File: config.mk
export PLATFORM = sky130hd
export DESIGN_NAME = mesh_router
export DESIGN_NICKNAME = d
export VERILOG_FILES = /design/src/rtl/router_pkg.sv /design/src/rtl/router_in_unit.sv /design/src/rtl/router_out_unit.sv /design/src/rtl/mesh_router.sv
export SDC_FILE = /design/constraint.sdc
export NUM_CORES = 1
export LEC_CHECK = 0
export BUFFER_PORTS_ARGS = -buffer_cell sky130_fd_sc_hd__buf_4
export CAP_MARGIN = 20
export CORE_MARGIN = 1.5
export CORE_UTILIZATION = 39
export CTS_CLUSTER_SIZE = 14
export DETAILED_ROUTE_END_ITERATION = 6
export HOLD_SLACK_MARGIN = 0.1
export PLACE_DENSITY = 0.55
export SETUP_SLACK_MARGIN = 0.2
export SLEW_MARGIN = 25
export SYNTH_ARGS = -nofsm -noshare
export SYNTH_HDL_FRONTEND = slang
export SYNTH_SLANG_ARGS = --single-unit
File: constraint.sdc
create_clock -name clk -period 14.5 [get_ports clk]
set_clock_uncertainty 0.2 [all_clocks]
set_input_delay 0.725 -clock clk [delete_from_list [all_inputs] [get_ports clk]]
set_output_delay 0.725 -clock clk [all_outputs]
set_load 0.01 [all_outputs]
File: src/rtl/router_pkg.sv
package router_pkg;
  localparam int NUM_PORTS = 5;

  typedef enum logic [2:0] {
    PORT_LOCAL = 3'd0,
    PORT_NORTH = 3'd1,
    PORT_SOUTH = 3'd2,
    PORT_EAST  = 3'd3,
    PORT_WEST  = 3'd4
  } port_e;
endpackage

File: src/rtl/router_in_unit.sv
module router_in_unit
  import router_pkg::*;
#(
  parameter int DW      = 16,
  parameter int DEPTH   = 4,
  parameter int PKT_LEN = 8,
  parameter int MY_X    = 0,
  parameter int MY_Y    = 0
) (
  input  logic          clk,
  input  logic          rst,
  input  logic [DW-1:0] in_data,
  input  logic          in_valid,
  output logic          in_stop,
  input  logic          pop,
  input  logic          granted,
  output logic [DW-1:0] head,
  output logic          has_flit,
  output logic          req,
  output port_e         route,
  output logic          last
);
  localparam int AW = $clog2(DEPTH);
  localparam int CW = $clog2(DEPTH + 1);
  localparam int PW = (PKT_LEN > 1) ? $clog2(PKT_LEN) : 1;

  logic [DW-1:0] mem [DEPTH];
  logic [AW-1:0] wr_ptr, rd_ptr;
  logic [CW-1:0] count;
  logic [PW-1:0] fcnt;
  logic          busy;
  logic          wr;
  logic [DW-1:0] dst_y;

  assign in_stop  = (count >= CW'(DEPTH - 1));
  assign wr       = in_valid && !in_stop;
  assign head     = mem[rd_ptr];
  assign dst_y    = mem[rd_ptr + AW'(1)];
  assign has_flit = (count != '0);
  assign last     = (fcnt == PW'(PKT_LEN - 1));
  assign req      = !busy && (fcnt == '0) && (count >= CW'(2));

  // storage without reset so it can map to RAM
  always_ff @(posedge clk) begin
    if (wr) mem[wr_ptr] <= in_data;
  end

  always_ff @(posedge clk) begin
    if (rst) begin
      wr_ptr <= '0;
      rd_ptr <= '0;
      count  <= '0;
      fcnt   <= '0;
      busy   <= 1'b0;
    end else begin
      if (wr)  wr_ptr <= wr_ptr + AW'(1);
      if (pop) rd_ptr <= rd_ptr + AW'(1);
      case ({wr, pop})
        2'b10:   count <= count + CW'(1);
        2'b01:   count <= count - CW'(1);
        default: count <= count;
      endcase
      if (pop) fcnt <= last ? '0 : fcnt + PW'(1);
      if (granted)          busy <= 1'b1;
      else if (pop && last) busy <= 1'b0;
    end
  end

  // column first, then row
  always_comb begin
    if (head > DW'(MY_X))       route = PORT_EAST;
    else if (head < DW'(MY_X))  route = PORT_WEST;
    else if (dst_y > DW'(MY_Y)) route = PORT_NORTH;
    else if (dst_y < DW'(MY_Y)) route = PORT_SOUTH;
    else                        route = PORT_LOCAL;
  end

  p_no_overflow_r3: assert property (@(posedge clk) disable iff (rst)
    count <= CW'(DEPTH - 1));
  p_pop_nonempty_r2: assert property (@(posedge clk) disable iff (rst)
    pop |-> has_flit);
  p_req_held_r7: assert property (@(posedge clk) disable iff (rst)
    (req && !granted) |=> (req && $stable(route)));
endmodule

File: src/rtl/router_out_unit.sv
module router_out_unit #(
  parameter int DW = 16,
  parameter int NP = 5
) (
  input  logic           clk,
  input  logic           rst,
  input  logic [NP-1:0]  req,
  input  logic [NP*DW-1:0] head_data,
  input  logic [NP-1:0]  has_flit,
  input  logic [NP-1:0]  last,
  input  logic           out_stop,
  output logic [DW-1:0]  out_data,
  output logic           out_valid,
  output logic [NP-1:0]  grant,
  output logic [NP-1:0]  pop
);
  localparam int IW = $clog2(NP);

  logic          locked;
  logic [IW-1:0] owner, ptr, gsel;
  logic          gany, load;

  always_comb begin
    int j;
    gsel = '0;
    gany = 1'b0;
    for (int k = 0; k < NP; k++) begin
      j = int'(ptr) + k;
      if (j >= NP) j = j - NP;
      if (!gany && req[j]) begin
        gany = 1'b1;
        gsel = IW'(j);
      end
    end
  end

  assign load = locked && has_flit[owner] && (!out_valid || !out_stop);

  always_comb begin
    grant = '0;
    pop   = '0;
    if (!locked && gany) grant[gsel]  = 1'b1;
    if (load)            pop[owner]   = 1'b1;
  end

  always_ff @(posedge clk) begin
    if (rst) begin
      locked    <= 1'b0;
      owner     <= '0;
      ptr       <= '0;
      out_valid <= 1'b0;
      out_data  <= '0;
    end else begin
      if (!locked && gany) begin
        locked <= 1'b1;
        owner  <= gsel;
        ptr    <= (gsel == IW'(NP - 1)) ? '0 : gsel + IW'(1);
      end else if (load && last[owner]) begin
        locked <= 1'b0;
      end
      if (load) begin
        out_data  <= head_data[int'(owner)*DW +: DW];
        out_valid <= 1'b1;
      end else if (!out_stop) begin
        out_valid <= 1'b0;
      end
    end
  end

  p_grant_onehot_r7: assert property (@(posedge clk) disable iff (rst)
    $onehot0(grant));
  p_hold_stalled_r2: assert property (@(posedge clk) disable iff (rst)
    (out_valid && out_stop) |=> (out_valid && $stable(out_data)));
  p_lock_kept_r6: assert property (@(posedge clk) disable iff (rst)
    (locked && !(load && last[owner])) |=> (locked && $stable(owner)));
endmodule

File: src/rtl/mesh_router.sv
module mesh_router
  import router_pkg::*;
#(
  parameter int DW         = 16,
  parameter int PKT_LEN    = 8,
  parameter int FIFO_DEPTH = 4,
  parameter int MY_X       = 2,
  parameter int MY_Y       = 2
) (
  input  logic                     clk,
  input  logic                     rst,
  input  logic [NUM_PORTS*DW-1:0]  in_data,
  input  logic [NUM_PORTS-1:0]     in_valid,
  output logic [NUM_PORTS-1:0]     in_stop,
  output logic [NUM_PORTS*DW-1:0]  out_data,
  output logic [NUM_PORTS-1:0]     out_valid,
  input  logic [NUM_PORTS-1:0]     out_stop
);
  localparam int NP = NUM_PORTS;

  logic [NP-1:0]    req_i, last_i, has_i, grant_i, pop_i;
  port_e            route_i [NP];
  logic [NP*DW-1:0] head_flat;
  logic [NP-1:0]    req_o   [NP];
  logic [NP-1:0]    grant_o [NP];
  logic [NP-1:0]    pop_o   [NP];

  for (genvar i = 0; i < NP; i++) begin : g_in
    router_in_unit #(
      .DW(DW), .DEPTH(FIFO_DEPTH), .PKT_LEN(PKT_LEN), .MY_X(MY_X), .MY_Y(MY_Y)
    ) u_in (
      .clk      (clk),
      .rst      (rst),
      .in_data  (in_data[i*DW +: DW]),
      .in_valid (in_valid[i]),
      .in_stop  (in_stop[i]),
      .pop      (pop_i[i]),
      .granted  (grant_i[i]),
      .head     (head_flat[i*DW +: DW]),
      .has_flit (has_i[i]),
      .req      (req_i[i]),
      .route    (route_i[i]),
      .last     (last_i[i])
    );
  end

  always_comb begin
    for (int o = 0; o < NP; o++)
      for (int i = 0; i < NP; i++)
        req_o[o][i] = req_i[i] && (route_i[i] == port_e'(o));
  end

  always_comb begin
    grant_i = '0;
    pop_i   = '0;
    for (int o = 0; o < NP; o++) begin
      grant_i = grant_i | grant_o[o];
      pop_i   = pop_i | pop_o[o];
    end
  end

  for (genvar o = 0; o < NP; o++) begin : g_out
    router_out_unit #(.DW(DW), .NP(NP)) u_out (
      .clk       (clk),
      .rst       (rst),
      .req       (req_o[o]),
      .head_data (head_flat),
      .has_flit  (has_i),
      .last      (last_i),
      .out_stop  (out_stop[o]),
      .out_data  (out_data[o*DW +: DW]),
      .out_valid (out_valid[o]),
      .grant     (grant_o[o]),
      .pop       (pop_o[o])
    );
  end

  p_reset_quiet_r1: assert property (@(posedge clk)
    rst |=> (out_valid == '0 && in_stop == '0));
endmodule

==> Word-level counts from Yosys, hierarchy flattened <==
Memory sizes are Yosys's and may differ from the RTL's. A register that Yosys moved wholly into a read port is not among the register bits.
Index checks and enable logic that the tools add are counted.
Widths: inputs -> output; s select.
{ "totals": {"ff_bits": 175, "ramBits": 320, "input_bits": 92, "output_inout_bits": 90, "wordCells": 748, "mem_count": 5} }
{ "classes": {"addsub": 75, "n_lt_le_gt_ge": 100, "eq_ne": 45, "n_shift": 5, "mux": 285, "n_bitwise": 8, "n_reduce_logical": 175} }
{ "memory_table": {"columns": ["memory", "depth", "width", "read_ports", "rd_clocked_by_memory_dff", "write_ports", "line", "source"], "rows": [
  ["g_in[0].u_in.mem", 4, 16, 2, 1, 1, "router_in_unit.sv:27", "logic [DW-1:0] mem [DEPTH];"],
  ["g_in[1].u_in.mem", 4, 16, 2, 1, 1, "router_in_unit.sv:27", null],
  ["g_in[2].u_in.mem", 4, 16, 2, 1, 1, "router_in_unit.sv:27", null],
  ["g_in[3].u_in.mem", 4, 16, 2, 1, 1, "router_in_unit.sv:27", null],
  ["g_in[4].u_in.mem", 4, 16, 2, 1, 1, "router_in_unit.sv:27", null]
]} }
{ "op_table": {"columns": ["operator", "count"], "rows": [
  ["$lt 32x5->1 const B", 25],
  ["$mux 32", 25],
  ["$ge 32x4->1 const B", 20],
  ["$sub 32x4->32 const B", 20],
  ["$shiftx 80x8->16", 5],
  ["$gt 16x2->1 const B", 10],
  ["$lt 16x2->1 const B", 10],
  ["$mux 3", 50],
  ["$mux 1", 135],
  ["$bmux 1 s3", 35],
  ["$logic_and 1x1->1", 95],
  ["$mux 5", 10],
  ["$add 3x1->3 const B", 15],
  ["$eq 3x3->1 const B", 15],
  ["$logic_not 1->1", 45],
  ["$add 3x2->4 const B", 10],
  ["$lt 3x4->1 const B", 10],
  ["$or 5x5->5", 8],
  ["$demux 1 s3", 10],
  ["$eq 3x2->1 const B", 10],
  ["$ge 3x1->1 const B", 10],
  ["$ge 3x2->1 const B", 10],
  ["$logic_not 3->1", 10],
  ["$mux 2", 15],
  ["14 further kinds", 85]
]} }

==> Depth between registers and ports, before layout <==
Gate-level depths: netlist of the first run.
An unclocked memory read counts as a cell.
{ "logic_depth": {"word_depth": 35, "ltp_mapped": 20, "mapped_depth_nobuf": 19} }

==> Cells and area by module <==
From an unflattened synthesis of the first run, not the netlist that was laid out.
{ "unflattened": {"hier_cells": 2860, "hier_area_um2": 31152.4} }
{ "by_module_without_submodules": {"columns": ["module", "instances", "cells_each", "area_per_inst_um2", "seq_area_each_um2"], "rows": [
  ["router_in_unit (g_in[0].u_in ...)", 3, 196, 3248.1, 2182.1],
  ["router_out_unit (g_out[0].u_out ...)", 3, 373, 2900.3, 480.5],
  ["router_in_unit (g_in[1].u_in ...)", 2, 195, 3291.9, 2182.1],
  ["router_out_unit (g_out[1].u_out)", 1, 366, 2862.7, 480.5],
  ["router_out_unit (g_out[4].u_out)", 1, 337, 2835.2, 480.5],
  ["mesh_router", 1, 60, 425.4, 0.0]
]} }

==> Worst setup path before layout of the first run <==
Ideal clock, no wire load.
{ "synth_timing": {"path_type": "reg2reg", "startpoint": "reg (tool-made name)", "endpoint": "reg g_out[1].u_out.ptr[2]", "setup_time_ns": 0.132, "arrival_ns": 4.427, "required_ns": 14.168, "slack_ns": 9.741, "stages_incl_launch_ff": 18, "path_buffers": 2, "period_less_slack_ns": 4.759, "cell_sequence": "dfxtp_1 buf_2 buf_2 mux4_2 nor4_1 and4_1 nand2_1 or4b_2 o21ai_0 a2111oi_0 and2_1 a221oi_1 or3_1 inv_1 ha_1 and2_1 o21ai_0 a21oi_1"} }
{ "synth_lines": {"columns": ["element", "line", "source"], "rows": [
  ["end signal: assignment", "router_out_unit.sv:57", "ptr <= (gsel == IW'(NP - 1)) ? '0 : gsel + IW'(1);"],
  ["end: declaration", "router_out_unit.sv:20", "logic [IW-1:0] owner, ptr, gsel;"]
]} }

==> results of run 1 <==
[final cells by class]
cell class	instances	share of cell area [%]
tap	1050	3.62
multi-input combinational	2293	46.1
timing repair buffer	297	6.69
clock buffer	77	4.54
inverter	127	1.31
clock inverter	31	0.966
sequential	505	36.7
[worst register-to-register path, cell delays in order, from the launching register on]
cell and delay (ns):
dfxtp_1 0.97, mux4_2 0.70, or4_1 0.64, nor2_1 0.61
nand2_1 0.23, nor4_1 0.72, o22ai_1 0.26, a2111oi_4 0.49
nor3_1 0.19, o31a_1 0.28, a21oi_2 0.34, inv_1 0.09
ha_1 0.22, nor2_1 0.10, mux2i_1 0.07, a211oi_1 0.24
[placed cells by master (no fill, tap or decap), types with 27 or more instances in the layout]
| master | count |
|---|---|
| nand3_1 | 70 |
| o211ai_1 | 27 |
| or3_1 | 36 |
| nor3_1 | 69 |
| dlygate4sd3_1 | 72 |
| nand4_1 | 32 |
| inv_1 | 122 |
| nor4_1 | 89 |
| mux4_2 | 89 |
| xnor2_1 | 40 |
| dfxtp_1 | 176 |
| clkbuf_16 | 60 |
| nand2_1 | 161 |
| mux2i_1 | 217 |
| a211oi_1 | 72 |
| and3_1 | 32 |
| nor2_1 | 312 |
| edfxtp_1 | 320 |
| buf_4 | 223 |
| a21oi_1 | 157 |
| o22ai_1 | 105 |
| nand2b_1 | 30 |
| ha_1 | 92 |
| o21ai_0 | 237 |
[metrics by stage]
step | hold slack, ns | area, um^2 | total power (uW)
global placement | 0.254 | 33500 | 4870
finish | 0.113 | 36300 | 6460
global route | 0.103 | 36300 | 6770
CTS | 0.100 | 36300 | 6420
detailed placement | 0.264 | 33500 | 4890
floorplan | 0.249 | 31300 | 3810
[cell usage after synthesis, types with 9 or more instances]
master	n	area [um^2]
inv_1	122	458
edfxtp_1	320	9610
buf_1	37	139
ha_1	92	1150
nor2_1	312	1170
o31ai_1	11	82.6
a221oi_1	9	78.8
a21oi_1	160	801
o21a_1	13	97.6
nor4_1	91	569
o211ai_1	27	203
or3_1	36	225
buf_4	12	90.1
nor2b_1	23	144
a31oi_1	19	119
a211oi_1	72	541
mux2_2	23	259
o21ai_0	239	1200
fa_1	10	200
nand3_1	70	350
nand4_1	32	200
mux2i_1	217	2170
and3_1	32	200
or4_1	14	105
nand3b_1	13	97.6
clkbuf_1	136	510
nor3_1	70	350
or2_2	17	106
nand2_1	161	604
xor2_1	15	131
xnor2_1	40	350
dfxtp_1	185	3700
a21o_1	20	150
mux4_2	89	2000
nand2b_1	30	188
o22ai_1	105	657
a22oi_1	14	105
and2_1	23	144
[how the worst max path moves through the flow]
stage	startpoint	to	slack, ns
after floorplan	register	g_out[1].u_out.ptr[2]$_SDFFE_PP0P_	9.74
after global placement	register	g_out[1].u_out.ptr[2]$_SDFFE_PP0P_	8.20
after detailed placement	register	g_out[1].u_out.ptr[2]$_SDFFE_PP0P_	8.11
after CTS	register	g_out[1].u_out.ptr[2]$_SDFFE_PP0P_	8.06
after global routing	register	g_out[2].u_out.ptr[2]$_SDFFE_PP0P_	7.68
final	register	g_out[2].u_out.ptr[2]$_SDFFE_PP0P_	8.07
[metal layers]
metal | wire [um] | share of wire, %
met1 | 49900 | 42
met2 | 54700 | 46
met3 | 7810 | 6.6
met4 | 6260 | 5.3
met5 | 57 | 0.048
[power by group]
part | internal (uW) | switching [uW]
Clock | 876 | 628
Sequential | 1740 | 199
Combinational | 1060 | 1960
Total | 3680 | 2790
[state kept, by name, indices dropped and copies added, names as in the netlist, 10 cells and up, named ones only]
signal                count
g_in.u_in.count          15
g_in.u_in.fcnt           15
g_in.u_in.mem           320
g_in.u_in.rd_ptr         10
g_in.u_in.wr_ptr         10
g_out.u_out.out_data     80
g_out.u_out.owner        15
g_out.u_out.ptr          15
[cell families (layout without fill, tap and decap cells)]
| kind of cell | Yosys count | count (layout) | share of synthesized area [%] |
|---|---|---|---|
| multiplexers | 337 | 337 | 14.8 |
| AND/OR/NAND/NOR | 983 | 983 | 16.0 |
| AO/OA/AOI/OAI | 816 | 816 | 16.6 |
| flip-flops | 505 | 505 | 42.5 |
| buffers and inverters | 323 | 532 | 4.15 |
| adder cells (fa/ha/maj) | 102 | 102 | 4.32 |
| XOR/XNOR | 55 | 55 | 1.54 |
==> parameters.txt, run 1 <==
Parameter                              Value

CTS
  Register clock-pin slew on the reported worst setup and hold paths    0.06 ns
  Clock tree from TritonCTS    done
  Buffer count from post-CTS setup fixing    0
  Post_cts resized    0
  Hold Buf Count CTS    72
  Max Root-Sink Buffers    3
  Number of buffers added by the clock tree synthesis step    57
  Total clock sinks    505
  Clock root buffer master    clkbuf_16
  Worst skew pair latency    0.67 ns
  H-Tree Level Count    2

GRT
  GR peak layer    met2
  Congestion Overflow GR    0
  Overall global routing resource usage    28.2%
  Antenna violations before repair    3
  Met1 GRT Util    37.7%
  Pin count of the biggest net entering global routing    63
  Met3 track demand over resource    3.84%
  Global-route wire length before repair    174000 um
  Met2 Resource Use GR    45.4%
  Number of global-route vias before repair    26402

Finish
  Register Area    13300 um^2
  Area Overhead vs Synth    15.9%
  Final cell count without fillers    4380
  Inserted Diodes    0
  Share of final-layout standard cells stronger than drive strength 1    15.0%
  Total area of multi-input combinational cells    16700 um^2
  Number of nets in the layout    3475
  Fill count    7419
  Post-route core utilization    45.7%

Timing
  Setup TNS Final    0 ns
  Fmax    0.155 GHz
  RSZ-0062 raised after global routing    false
  # setup viols final    0
  Number of max-slew violations in the final report    0
  Transition time at the pin with the least slew margin    1.11 ns
  Final Cycle Share    44.4%
  Final Hold Fails    0
  Headroom to the max-slew limit    25.7%
  Final Worst Setup Slack    8.07 ns
  Final critical-path required period    6.43 ns

Run
  Number of maximum-capacitance violations    0

Critical path
  Reg2reg path depth    15
  Register-to-register setup slack    8.07 ns
  Critical setup path kind    register to register
  Largest fanout on the critical path    16
  Total stage count of the critical path    15
  Worst-path cell with the longest stage delay    dfxtp_1
  CP Buf/Inv Count    1
  Endpoint of the worst-slack reg-to-reg timing path    g_out[2].u_out.ptr[2]$_SDFFE_PP0P_
  Critical path's largest stage delay    0.97 ns
  Nature of the critical path endpoint    register
  Required time of the critical path    14.85 ns
  Arrival time of the worst setup path    6.78 ns
  CP delay by family, top    simple AND/OR/NAND/NOR gates
  Sort of element at the start of the critical path    register
  CP cell instances    mux4_2, or4_1, nor2_1, nand2_1, nor4_1, o22ai_1, a2111oi_4, nor3_1, o31a_1, a21oi_2, inv_1, ha_1, nor2_1, mux2i_1, a211oi_1
  CP most frequent cell    nor2_1

Hold path
  Class of the worst hold path    primary input to register
  Hold Path Depth    1
  Destination of the worst hold path    g_in[1].u_in.mem[1][4]$_DFFE_PP_
  Startpoint of the lowest-slack hold path    in_data[20]

Logic synthesis
  Fraction of synthesis flops using an asynchronous set or reset pin    0%
  Count of different cell masters after synthesis    99
  Seq/Total Area, Yosys    42.5%
  Post-synth EDFFs    320
  Number of nets in the synthesized netlist    3315
  Number of synthesized register bits    505
  Warning count from the yosys run    0
  Cells after Synth    3121
  Area of the mapped netlist    31300 um^2
  Syn avg cell area    10.0 um^2
  Post-synth top flop    edfxtp_1

Placement
  Global placer's final weighted congestion    0.947
  PortBufs    181
  Cell total after placement    4200
  Post-placement worst setup slack    8.11 ns
  DP HPWL    90600 um

Routing
  Via/cell ratio    6.26
  DR DRC count    0
  Total Routed Length    119000 um
  Total iterations of the first detailed-routing run    6
  DR WL/cell    27.1 um
  Total via count after detailed routing    27421
  Initial DRC count    2940
  ANT nets after route    0

Floorplanning
  Total I/O pin count    182
  Die area    82000 um^2
  Core Box Area    79300 um^2
  Width of the die    286 um
  Die boundary height    286 um
  Initial cell density of the core    39.5%
  Number of standard-cell rows in the floorplan    103

Power and ir drop
  Maximum vdd drop    100 uV
  Static leakage    0.0123 uW
  PD cells    178 nW/um^2

Status
  Result of the run    completed
Note: power is estimated with default switching activity, not from simulation.
==> run 2, diff against run 1 <==
clock period = 6.25 ns   (was 14.5 ns; I/O delays follow)
==> run 2 against run 1 <==
Critical path depth stayed put. Worst hold slack better by 0.11 ns. Die area stayed put. Wire length is 1.9% higher. Sequential power is 130% higher. Combinational power is 140% higher. Cell area is 1.5% higher. Critical endpoint is now g_out[1].u_out.ptr[2]$_SDFFE_PP0P_.
==> parameters.txt, run 2 (same netlist as run 1, synthesis figures left out) <==
Parameter                              Value

Placement
  DP HPWL    93300 um (was 90600 um)
  PortBufs    181 (unchanged)
  Instance area after placement    33900 um^2 (was 33500 um^2)
  Cell total after placement    4249 (was 4200)
  Global placer's final weighted congestion    0.969 (was 0.947)

GRT
  Antenna violations before repair    0 (was 3)
  Overall global routing resource usage    28.7% (was 28.2%)
  Global-route wire length before repair    177000 um (was 174000 um)
  Met3 track demand over resource    4.21% (was 3.84%)
  Congestion Overflow GR    0 (unchanged)
  Met1 GRT Util    38.1% (was 37.7%)
  GR peak layer    met2 (unchanged)
  Met2 Resource Use GR    47.1% (was 45.4%)
  Pin count of the biggest net entering global routing    73 (was 63)
  Number of global-route vias before repair    26704 (was 26402)

Run
  Number of maximum-capacitance violations    0 (unchanged)

Critical path
  Nature of the critical path endpoint    register (unchanged)
  Endpoint of the worst-slack reg-to-reg timing path    g_out[1].u_out.ptr[2]$_SDFFE_PP0P_ (was g_out[2].u_out.ptr[2]$_SDFFE_PP0P_)
  Required time of the critical path    6.54 ns (was 14.85 ns)
  Sort of element at the start of the critical path    register (unchanged)
  Largest fanout on the critical path    16 (unchanged)
  Reg2reg path depth    15 (unchanged)
  Critical setup path kind    register to register (unchanged)
  Register-to-register setup slack    0.45 ns (was 8.07 ns)
  Arrival time of the worst setup path    6.09 ns (was 6.78 ns)

Routing
  ANT nets after route    0 (unchanged)
  Total Routed Length    121000 um (was 119000 um)
  Via/cell ratio    6.16 (was 6.26)
  Initial DRC count    3056 (was 2940)
  DR WL/cell    27.2 um (was 27.1 um)
  Total iterations of the first detailed-routing run    6 (unchanged)
  DR DRC count    0 (unchanged)
  Total via count after detailed routing    27429 (was 27421)

Timing
  Setup TNS Final    0 ns (unchanged)
  # setup viols final    0 (unchanged)
  Headroom to the max-slew limit    28.2% (was 25.7%)
  RSZ-0062 raised after global routing    false (unchanged)
  Final critical-path required period    5.80 ns (was 6.43 ns)
  Transition time at the pin with the least slew margin    1.08 ns (was 1.11 ns)
  Fmax    0.172 GHz (was 0.155 GHz)
  Number of max-slew violations in the final report    0 (unchanged)
  Final Cycle Share    92.8% (was 44.4%)
  Worst-case hold slack    0.224 ns (was 0.113 ns)
  Final Hold Fails    0 (unchanged)

Finish
  Max reg flops    320 (unchanged)
  Commonest non-fill, non-tap cells in the layout    320 x edfxtp_1, 312 x nor2_1, 273 x buf_4 (was 320 x edfxtp_1, 312 x nor2_1, 237 x o21ai_0)
  Largest registers    g_in.u_in.mem x320, g_out.u_out.out_data x80 (unchanged)
  Most common library cell in the layout ignoring fill and taps    edfxtp_1 (unchanged)
  Area Overhead vs Synth    17.6% (was 15.9%)
  Post-route design area    36800 um^2 (was 36300 um^2)
  Post-route core utilization    46.4% (was 45.7%)
  Total area of multi-input combinational cells    16700 um^2 (about the same)
  Register bank with the most flops    g_in.u_in.mem (unchanged)
  Register Area    13300 um^2 (unchanged)
  Number of nets in the layout    3545 (was 3475)
  Share of final-layout standard cells stronger than drive strength 1    16.1% (was 15.0%)
  Final cell count without fillers    4450 (was 4380)
  Fill count    7518 (was 7419)

Hold path
  Hold Path Depth    2 (was 1)
  Startpoint of the lowest-slack hold path    in_data[70] (was in_data[20])
  Class of the worst hold path    primary input to register (unchanged)
  Destination of the worst hold path    g_in[4].u_in.mem[2][6]$_DFFE_PP_ (was g_in[1].u_in.mem[1][4]$_DFFE_PP_)

Floorplanning
  Number of standard-cell rows in the floorplan    103 (unchanged)
  Core Box Area    79300 um^2 (unchanged)
  Initial cell density of the core    39.5% (unchanged)
  Die boundary height    286 um (unchanged)
  Total I/O pin count    182 (unchanged)
  Die area    82000 um^2 (unchanged)
  Width of the die    286 um (unchanged)

Power and ir drop
  Maximum vdd drop    225 uV (was 100 uV)
  PD cells    410 nW/um^2 (was 178 nW/um^2)
  Static leakage    0.0126 uW (was 0.0123 uW)

CTS
  Buffer count from post-CTS setup fixing    0 (unchanged)
  H-Tree Level Count    2 (unchanged)
  Max Root-Sink Buffers    3 (unchanged)
  Number of buffers added by the clock tree synthesis step    56 (was 57)
  Total clock sinks    505 (unchanged)
  Worst skew pair latency    0.64 ns (was 0.67 ns)
  Clock tree from TritonCTS    done (unchanged)
  Register clock-pin slew on the reported worst setup and hold paths    0.07 ns (was 0.06 ns)
  Clock root buffer master    clkbuf_16 (unchanged)

Status
  Result of the run    completed (unchanged)
run 2: cell types whose count changed in the layout (fill, tap and decap cells not counted), sizes merged:
cell / previous run / this run
dlygate4sd3: 72 / 94
clkinvlp: 3 / 9
clkbuf: 77 / 63
bufinv: 4 / 7
inv: 128 / 131
buf: 225 / 274
diode: 0 / 1
run 2: through the flow:
stage                     setup WS (ns)  total power (uW)
after floorplan                    1.49              8850
final                             0.453             15100
after global placement            0.400             11400
after CTS                         0.293             15000
after global routing              0.187             15800
after detailed placement          0.369             11500
run 2: critical path: stages (launching register included):
cell and delay [ns]:
dfxtp_1 0.82, mux4_2 0.54, nor4_1 0.75, and4_1 0.47, nand2_1 0.20, or4b_2 0.74
o21ai_0 0.22, a2111oi_0 0.28, and2_1 0.24, a221oi_1 0.34, or3_1 0.21, inv_1 0.08
ha_1 0.19, and2_1 0.13, o21ai_0 0.15, a21oi_1 0.08
run 2: worst max path at each step:
stage	startpoint	endpoint	slack [ns]	cells after the start
CTS	register	g_out[2].u_out.ptr[2]$_SDFFE_PP0P_	0.29	16
global placement	register	g_out[2].u_out.ptr[2]$_SDFFE_PP0P_	0.40	16
detailed placement	register	g_out[2].u_out.ptr[2]$_SDFFE_PP0P_	0.37	16
global route	register	g_out[1].u_out.ptr[2]$_SDFFE_PP0P_	0.19	15
floorplan	register	g_out[1].u_out.ptr[2]$_SDFFE_PP0P_	1.49	17
finish	register	g_out[1].u_out.ptr[2]$_SDFFE_PP0P_	0.45	15
run 2: what timing repair did:
item	in CTS	in global routing
hold buffers	94	0
hold endpoints to repair	396	0
endpoints found under the setup margin	0	6
resized for setup	0	4
run 2: power breakdown:
part | total, uW | leakage (uW) | internal [uW] | switching [uW]
combinational | 7140 | 0.00728 | 2550 | 4590
clock | 3470 | 0.000919 | 1990 | 1480
sequential | 4480 | 0.00444 | 4040 | 438
run 2: metal layers:
| metal | part of all wire, % | routed length [um] |
|---|---|---|
| met5 | 0 | 0 |
| met4 | 4.2 | 5030 |
| met3 | 6.5 | 7910 |
| met2 | 47 | 56800 |
| met1 | 42 | 51200 |
run 2: layout make-up:
type | count | share of cell area [%]
clock inverter | 43 | 1.34
antenna | 1 | 0.00680
sequential | 505 | 36.2
multi-input combinational | 2293 | 45.5
tap | 1050 | 3.57
timing repair buffer | 368 | 8.16
clock buffer | 63 | 3.93
inverter | 127 | 1.30
